File: src/rtl/tmr_pkg.sv
package tmr_pkg;
  localparam int BUS_W     = 32;
  localparam int ADDR_W    = 4;
  localparam int NUM_FLAGS = 3;
  localparam int NUM_CMP   = 2;
  localparam int NUM_DIV   = 4;
  localparam int NUM_EXT   = 3;

  typedef enum logic [ADDR_W-1:0] {
    REG_CTRL   = 4'd0,
    REG_MODE   = 4'd1,
    REG_VALUE  = 4'd2,
    REG_CMPA   = 4'd3,
    REG_CMPB   = 4'd4,
    REG_TOP    = 4'd5,
    REG_STATUS = 4'd6,
    REG_IEN    = 4'd7,
    REG_IDIS   = 4'd8,
    REG_IMASK  = 4'd9
  } reg_addr_e;

  localparam int CTRL_EN    = 0;
  localparam int CTRL_DIS   = 1;
  localparam int CTRL_TRG   = 2;
  localparam int MODE_SEL_W = 3;
  localparam int MODE_NODIV = 3;
  localparam int FLG_A      = 0;
  localparam int FLG_B      = 1;
  localparam int FLG_C      = 2;
endpackage

File: src/rtl/tmr_tick_sel.sv
module tmr_tick_sel #(
  parameter int NUM_DIV = 4,
  parameter int NUM_EXT = 3,
  localparam int SRC_N  = NUM_DIV + 1 + NUM_EXT,
  localparam int SEL_W  = $clog2(SRC_N)
) (
  input  logic               clk_i,
  input  logic               rst_ni,
  input  logic [SEL_W-1:0]   sel_i,
  input  logic               nodiv_i,
  input  logic               slow_tick_i,
  input  logic [NUM_EXT-1:0] ext_tick_i,
  output logic               tick_o
);
  localparam int PRE_W = 2 * NUM_DIV - 1;

  logic [PRE_W-1:0]   pre_q;
  logic [NUM_DIV-1:0] div_tick;
  logic [SRC_N-1:0]   src;

  always_ff @(posedge clk_i or negedge rst_ni) begin
    if (!rst_ni) pre_q <= '0;
    else         pre_q <= pre_q + 1'b1;
  end

  // divider g ticks once every 2^(2g+1) clocks
  for (genvar g = 0; g < NUM_DIV; g++) begin : g_div
    assign div_tick[g] = &pre_q[2*g:0];
  end

  assign src    = {ext_tick_i, slow_tick_i, div_tick};
  assign tick_o = nodiv_i | src[sel_i];
endmodule

File: src/rtl/tmr_count.sv
module tmr_count #(
  parameter int CNT_W   = 16,
  parameter int NUM_CMP = 2
) (
  input  logic                           clk_i,
  input  logic                           rst_ni,
  input  logic                           run_i,
  input  logic                           clr_i,
  input  logic [NUM_CMP-1:0][CNT_W-1:0]  cmp_i,
  input  logic [CNT_W-1:0]               top_i,
  output logic [CNT_W-1:0]               cnt_o,
  output logic [NUM_CMP-1:0]             hit_cmp_o,
  output logic                           hit_top_o
);
  localparam logic [CNT_W-1:0] CNT_MAX = '1;

  logic [CNT_W-1:0] cnt_q, nxt, top_eff;
  logic             step;

  assign top_eff = (top_i == '0) ? CNT_MAX : top_i;
  assign nxt     = (cnt_q == top_eff) ? '0 : cnt_q + 1'b1;
  assign step    = run_i && !clr_i;

  always_ff @(posedge clk_i or negedge rst_ni) begin
    if (!rst_ni)    cnt_q <= '0;
    else if (clr_i) cnt_q <= '0;
    else if (run_i) cnt_q <= nxt;
  end

  // events flag on the tick that lands on the compare value
  for (genvar g = 0; g < NUM_CMP; g++) begin : g_cmp
    assign hit_cmp_o[g] = step && (nxt == cmp_i[g]);
  end
  assign hit_top_o = step && (top_i != '0) && (nxt == top_i);
  assign cnt_o     = cnt_q;
endmodule

File: src/rtl/tmr_channel.sv
module tmr_channel
  import tmr_pkg::*;
#(
  parameter int CNT_W = 16
) (
  input  logic              clk_i,
  input  logic              rst_ni,
  input  logic              req_i,
  input  logic              we_i,
  input  logic [ADDR_W-1:0] addr_i,
  input  logic [BUS_W-1:0]  wdata_i,
  output logic [BUS_W-1:0]  rdata_o,
  input  logic              slow_tick_i,
  input  logic [NUM_EXT-1:0] ext_tick_i,
  output logic              irq_o
);
  logic                           en_q, nodiv_q, tick, run, trg;
  logic [MODE_SEL_W-1:0]          sel_q;
  logic [NUM_CMP-1:0][CNT_W-1:0]  cmp_q;
  logic [CNT_W-1:0]               top_q, cnt;
  logic [NUM_FLAGS-1:0]           status_q, mask_q, hit, clr_mask;
  logic [NUM_CMP-1:0]             hit_cmp;
  logic                           hit_top;
  logic                           wr, rd, wr_ctrl;

  assign wr      = req_i && we_i;
  assign rd      = req_i && !we_i;
  assign wr_ctrl = wr && (addr_i == REG_CTRL);
  assign trg     = wr_ctrl && wdata_i[CTRL_TRG];
  assign run     = en_q && tick;

  tmr_tick_sel #(.NUM_DIV(NUM_DIV), .NUM_EXT(NUM_EXT)) i_tick (
    .clk_i, .rst_ni,
    .sel_i(sel_q), .nodiv_i(nodiv_q),
    .slow_tick_i, .ext_tick_i,
    .tick_o(tick)
  );

  tmr_count #(.CNT_W(CNT_W), .NUM_CMP(NUM_CMP)) i_count (
    .clk_i, .rst_ni,
    .run_i(run), .clr_i(trg),
    .cmp_i(cmp_q), .top_i(top_q),
    .cnt_o(cnt), .hit_cmp_o(hit_cmp), .hit_top_o(hit_top)
  );

  assign hit      = {hit_top, hit_cmp};
  assign clr_mask = (rd && addr_i == REG_STATUS) ? '1 : '0;

  always_ff @(posedge clk_i or negedge rst_ni) begin
    if (!rst_ni) begin
      en_q     <= 1'b0;
      nodiv_q  <= 1'b0;
      sel_q    <= '0;
      cmp_q    <= '0;
      top_q    <= '0;
      mask_q   <= '0;
      status_q <= '0;
    end else begin
      status_q <= (status_q & ~clr_mask) | hit;
      if (wr_ctrl) begin
        if (wdata_i[CTRL_DIS])     en_q <= 1'b0;
        else if (wdata_i[CTRL_EN]) en_q <= 1'b1;
      end
      if (wr) begin
        case (addr_i)
          REG_MODE: begin
            sel_q   <= wdata_i[MODE_SEL_W-1:0];
            nodiv_q <= wdata_i[MODE_NODIV];
          end
          REG_CMPA: cmp_q[0] <= wdata_i[CNT_W-1:0];
          REG_CMPB: cmp_q[1] <= wdata_i[CNT_W-1:0];
          REG_TOP:  top_q    <= wdata_i[CNT_W-1:0];
          REG_IEN:  mask_q   <= mask_q | wdata_i[NUM_FLAGS-1:0];
          REG_IDIS: mask_q   <= mask_q & ~wdata_i[NUM_FLAGS-1:0];
          default: ;
        endcase
      end
    end
  end

  always_comb begin
    rdata_o = '0;
    if (rd) begin
      case (addr_i)
        REG_MODE:   rdata_o = BUS_W'({nodiv_q, sel_q});
        REG_VALUE:  rdata_o = BUS_W'(cnt);
        REG_CMPA:   rdata_o = BUS_W'(cmp_q[0]);
        REG_CMPB:   rdata_o = BUS_W'(cmp_q[1]);
        REG_TOP:    rdata_o = BUS_W'(top_q);
        REG_STATUS: rdata_o = BUS_W'(status_q);
        REG_IMASK:  rdata_o = BUS_W'(mask_q);
        default:    rdata_o = '0;
      endcase
    end
  end

  assign irq_o = |(status_q & mask_q);
endmodule

File: config.mk
export PLATFORM = sky130hd
export DESIGN_NAME = tmr_channel
export DESIGN_NICKNAME = d
export VERILOG_FILES = /design/src/rtl/tmr_pkg.sv /design/src/rtl/tmr_tick_sel.sv /design/src/rtl/tmr_count.sv /design/src/rtl/tmr_channel.sv
export SDC_FILE = /design/constraint.sdc
export NUM_CORES = 1
export LEC_CHECK = 0
export ABC_CLOCK_PERIOD_IN_PS = 3400
export BUFFER_PORTS_ARGS = -buffer_cell sky130_fd_sc_hd__buf_2
export CAP_MARGIN = 30
export CORE_MARGIN = 2
export CORE_UTILIZATION = 55
export DETAILED_ROUTE_END_ITERATION = 6
export PLACE_DENSITY = 0.76
export SYNTH_ARGS = -nofsm -noshare
export SYNTH_HDL_FRONTEND = slang
export SYNTH_SLANG_ARGS = --single-unit
File: constraint.sdc
create_clock -name clk_i -period 3.4 [get_ports clk_i]
set_input_delay 0.51 -clock clk_i [delete_from_list [all_inputs] [get_ports clk_i]]
set_output_delay 0.51 -clock clk_i [all_outputs]
set_load 0.02 [all_outputs]
## After elaboration in Yosys (flattened, before gate mapping)

Index checks and enable logic that the tools add are counted.

- $add $sub $neg: 2
- Magnitude comparators: 1
- Equal/unequal tests: 13
- Mux-type cells: 12
- Bitwise operators: 8
- Reduce and logical (&&, ||, !) cells: 29

Operator list:

| kind | number |
|---|---|
| one-hot mux 16 bit (7 select lines) | 1 |
| two-way mux 16 bit | 5 |
| equality test 16 bit | 4 |
| adder 16 x 1 -> 16 bit, second input constant | 1 |
| equality test 4 x 3 -> 1 bit, second input constant | 4 |
| zero test 16 bit | 1 |
| nonzero test 16 bit | 1 |
| AND reduction 2 bit | 6 |
| logical AND 1 bit | 11 |
| bitwise AND 3 bit | 3 |
| equality test 4 x 2 -> 1 bit, second input constant | 2 |
| equality test 4 bit, second input constant | 2 |
| adder 7 x 1 -> 7 bit, second input constant | 1 |
| AND reduction 7 bit | 1 |
| inverter 3 bit | 2 |
| OR 3 bit | 2 |
| one-hot mux 3 bit (2 select lines) | 1 |
| nonzero test 2 bit | 3 |
| AND reduction 5 bit | 1 |
| equality test 4 x 1 -> 1 bit, second input constant | 1 |
| zero test 4 bit | 1 |
| < comparator 3 x 4 -> 1 bit, second input constant | 1 |
| binary-select mux 1 bit (select 3 bit) | 1 |
| two-way mux 1 bit | 3 |
| other kinds (5) | 6 |

- Bits in registers: 82
- Input port bits: 44
- Logic and storage cells: 75

## Depth between registers and ports, before layout

- Word-level depth: 9
- Depth in mapped cells: 12

## Modules after synthesis

A second synthesis with hierarchy kept.

- Cells, all modules: 633
- Area total of the unflattened synthesis: 5998.3 µm²

By module, submodules not included:

| module | times used | cells each | area each (µm²) | seq. area each (µm²) |
|---|---|---|---|---|
| tmr_channel | 1 | 261 | 3201.8 | 1476.4 |
| tmr_count | 1 | 341 | 2434.8 | 400.4 |
| tmr_tick_sel | 1 | 31 | 361.6 | 175.2 |

## Worst setup path after synthesis

No wires, ideal clock.

- Path kind: input to output
- Start: in addr_i[1]
- End: out rdata_o[5]
- Arrival time: 2.219 ns
- Required time: 2.890 ns
- Setup slack: 0.671 ns
- Stages: 6
- Path buffers: 2
- Cell sequence: clkbuf_1 nor2b_1 nor3b_1 clkbuf_1 a22oi_1 a21oi_1

- Longest elaborated chain between the ends: 3
- Elaborated cells between the ends (all ways): 9

Ends and longest elaborated chain:

| item | RTL line | text |
|---|---|---|
| start: declaration | tmr_channel.sv:10 | `input logic [ADDR_W-1:0] addr_i,` |
| equality test 4 bit (tied with other cells) | tmr_channel.sv:84 | `case (addr_i)` |
| one-hot mux 16 bit (7 select lines) * | tmr_channel.sv:84 |  |
| two-way mux 16 bit * | tmr_channel.sv:83 | `if (rd) begin` |
| end: declaration | tmr_channel.sv:12 | `output logic [BUS_W-1:0] rdata_o,` |

Mark *: on every way between the ends. The rest lies on a longest branch, timed or not.

## Final worst setup path

- Start: reg top_q[3]
- End: reg status_q[2]

- Longest elaborated chain between the ends: 7
- Elaborated cells between the ends (all ways): 9

Ends and longest elaborated chain:

| item | RTL line | text |
|---|---|---|
| start: declaration | tmr_channel.sv:20 | `logic [CNT_W-1:0] top_q, cnt;` |
| start signal: assignment | tmr_channel.sv:72 | `REG_TOP: top_q <= wdata_i[CNT_W-1:0];` |
| zero test 16 bit | tmr_count.sv:20 | `assign top_eff = (top_i == '0) ? CNT_MAX : top_i;` |
| two-way mux 16 bit | tmr_count.sv:20 |  |
| equality test 16 bit | tmr_count.sv:21 | `assign nxt = (cnt_q == top_eff) ? '0 : cnt_q + 1'b1;` |
| two-way mux 16 bit | tmr_count.sv:21 |  |
| equality test 16 bit | tmr_count.sv:34 | `assign hit_top_o = step && (top_i != '0) && (nxt == top_i);` |
| logical AND 1 bit * | tmr_count.sv:34 |  |
| OR 3 bit * | tmr_channel.sv:59 | `status_q <= (status_q & ~clr_mask) \| hit;` |
| end signal: assignment | tmr_channel.sv:59 |  |
| end: declaration | tmr_channel.sv:21 | `logic [NUM_FLAGS-1:0] status_q, mask_q, hit, clr_mask;` |

Marks and branches as above.
A chain may end at the register's enable or synchronous reset.

==> run_results.csv <==
group,metric,value,unit
place,port_buffers,44,
sta,whs,0.0962,ns
sta,max_slew_margin,0.339,
cts,post_cts_buffers,0,
synthesis,yosysWarnings,0,
power_and_ir_drop,p_comb_frac,0.392,
power_and_ir_drop,total_power,3.44,mW
final_layout,layout_common_cells,"dfrtp_1, nor2_1, mux2_2",
grt,grt_pass1_vias,5515,
grt,grt_max_degree,48,
detailed_routing,dr_total_vias,5888,
power_and_ir_drop,power.switching,1.44,mW
place,place_hpwl,15.7,mm
detailed_routing,remaining_drc_errors,0,
sta,worst_slew_pin_slew,0.985,ns
floorplan,io_pins,77,
sta,slew_viol_final,0,
synthesis,synth_edf_count,0,
sta,setup_viol,0,
detailed_routing,routed_wl,20.8,mm
grt,track_usage,0.368,
detailed_routing,ant_nets,0,
floorplan,num_rows,38,
synthesis,synth-main-ff-cell,"dfrtp_1",
synthesis,muxShareOfSynthArea,0.0916,
final_layout,n_antenna_cell,0,
floorplan,die_area,11800,um^2
setup_path,worstPathArrival,3.49,ns
synthesis,seq_area_frac_synth,0.341,
synthesis,synth-async-reset-ratio,1.00,
sta,finalClockSkew,0.0139,ns
power_and_ir_drop,ir_drop,430,uV
final_layout,final_cell_count_no_fill,861,
cts,cts-resized-gates,0,
sta,rsz0062_at_grt,"no",
power_and_ir_drop,p_int,2.00,mW
cts,clock-sinks,82,
detailed_routing,initialDrtViolationCount,863,
floorplan,coreArea,10700,um^2
cts,clk_path_buf_depth,2,
power_and_ir_drop,p_per_area,511,nW/um^2
final_layout,n_fill_cell,976,
setup_path,end_kind,"register",
synthesis,ys_ff_latch,82,
sta,fmax,312,MHz
grt,grt-ovfl-total,0,
cts,clk_pin_slew,0.09,ns
setup_path,startpoint_type,"register",
final_layout,synthToLayoutAreaGrowth,12.0,%
synthesis,syn-cell-area,6010,um^2
run_status,status,"complete, no violations",
job,drv_cap,0,
synthesis,ys_types,76,
cts,hold_buffers,0,
setup_path,path_cells,"nor3_1 > nand4_1 > o211a_1 > a311oi_2 > buf_4 > nor4_4 > buf_12 > o32ai_1 > o2111ai_1 > o31ai_2",
floorplan,fp.dieH,109,um
cts,htree_levels,3,
detailed_routing,wl_per_cell,24.1,um
sta,min_period,3.21,ns
setup_path,required,3.69,ns
synthesis,synth_compound_area_frac,0.223,
synthesis,ys_top_cells_by_area,"dfrtp_1, mux2_2, xnor2_1, a22oi_1, nor2_1",
place,gp_congestion,1.07,
cts,numCtsBuffers,9,
final_layout,final_common_cell,"dfrtp_1",
setup_path,slowest_stage,"dfrtp_1",
power_and_ir_drop,leakage,2.74,nW
detailed_routing,avgViaCountPerCell,6.84,
sta,hold_viol_final,0,
setup_path,cp_max_fo,28,
floorplan,fp.dieW,109,um
detailed_routing,drt_first_pass_iters,6,
floorplan,start_util,0.559,
synthesis,synth_top_family_by_area,"compound AO/OA/AOI/OAI gates",
power_and_ir_drop,seq_power_share,0.407,
sta,fin_setup_tns,0,ns
synthesis,synthCells,659,
synthesis,synth_xor_area_frac,0.0768,
setup_path,critPathMaxStageDelay,0.48,ns
synthesis,synthAdderAreaFrac,0.00833,
synthesis,yosys.area_share.simple,0.193,
synthesis,synth_top_area_frac,0.341,
cts,cts-root-buf,"clkbuf_8",
grt,grt_pass1_wl,32.0,mm
sta,fin_crit_sh,0.943,
worst_hold_path,holdCritPathClass,"in2async",
cts,worstSkewPairLatency,0.38,ns
power_and_ir_drop,switching_share,0.417,
final_layout,final_net_count,764,
setup_path,crit_type,"reg2reg",
grt,antenna_found_initial,0,
synthesis,syn_area_per_cell,9.12,um^2
power_and_ir_drop,clock_power_share,0.202,
final_layout,drive_above_1_share,0.240,
synthesis,post-synth-top-area-cell,"dfrtp_1",
place,dp_cells,845,
setup_path,r2r_cells,10,
cts,cts_tree,"yes",
[per-layer routing]
layer | GRT usage | routed length (um) | vias up
met4 | 0.126 | 601 | 0
met2 | 0.525 | 8910 | 358
met3 | 0.0778 | 2280 | 53
li1 | - | - | 2574
met5 | 0 | 0 | -
met1 | 0.549 | 9000 | 2903
[power groups by stage]
stage                     combinational (mW)  sequential (mW)  clock (mW)
after floorplan                        0.909             1.30           0
after global placement                  1.28             1.40           0
after detailed placement                1.31             1.40           0
after CTS                               1.32             1.39       0.703
after global routing                    1.43             1.42       0.746
final                                   1.35             1.40       0.694
[Yosys cell counts (4+ instances only)]
master	count
nand4_1	9
and3_1	4
clkbuf_1	29
mux2_2	46
o2111ai_1	8
o21ai_0	18
a211oi_1	6
buf_2	6
nand2_1	45
a31oi_1	15
a41oi_1	9
o32ai_1	7
nor4_1	9
nor3b_1	4
a22oi_1	30
nor2_1	50
xor2_1	11
o221ai_1	4
nand2b_1	7
ha_1	4
nor3_1	22
buf_4	18
nor2b_1	10
o22ai_1	6
inv_1	20
xnor2_1	34
a21oi_1	37
nand3_1	22
dfrtp_1	82
nor4b_1	9
[final timing paths]
check	slack, ns	to	start
max	0.19	status_q[2]	top_q[3]
min	0.1	i_count.cnt_o[12]	rst_ni
max reg2reg	0.19	status_q[2]	top_q[3]
min reg2reg	0.49	i_tick.pre_q[5]	i_tick.pre_q[5]
max in group asynchronous	2.70	cmp_q[11]	rst_ni
min in group clk_i	0.37	top_q[12]	wdata_i[12]
[layout make-up]
cell class / count / area, um^2 / area share
multi-input combinational: 513 / 3650 / 0.541
sequential: 82 / 2050 / 0.305
timing repair buffer: 90 / 601 / 0.0892
tap: 140 / 175 / 0.0260
clock buffer: 10 / 138 / 0.0204
inverter: 20 / 75.1 / 0.0111
clock inverter: 6 / 47.5 / 0.00706
[per-stage QoR]
stage	worst slack [ns]	area [um^2]	util
floorplan	0.671	6070	-
global placement	0.362	6520	0.607
detailed placement	0.382	6550	0.609
CTS	0.343	6730	0.627
global route	0.0928	6730	0.627
finish	0.193	6730	0.627
[cells by family (layout without fill, tap and decap cells)]
group | count (synthesis) | in the layout
xor gates and xnor gates | 48 | 48
adders and majority gates | 4 | 4
muxes | 48 | 48
DFF | 82 | 82
and+or+nand+nor | 215 | 215
buffers and inverters | 79 | 126
AOI/OAI and AO/OA | 182 | 182
other | 1 | 16
[registers in the layout, indices dropped and copies added, names as in the netlist, named ones only]
signal	cells
nodiv_q	1
i_count.cnt_o	16
sel_q	3
cmp_q	32
i_tick.pre_q	7
en_q	1
top_q	16
status_q	3
[worst max-delay path: cells and delay by family (launching register included)]
family	cells	cell delay (ns)
simple gates	3	0.61
flops	1	0.48
compound gates	5	1.59
buf+inv	2	0.41
No activity file was read; power rests on OpenSTA's default activity.
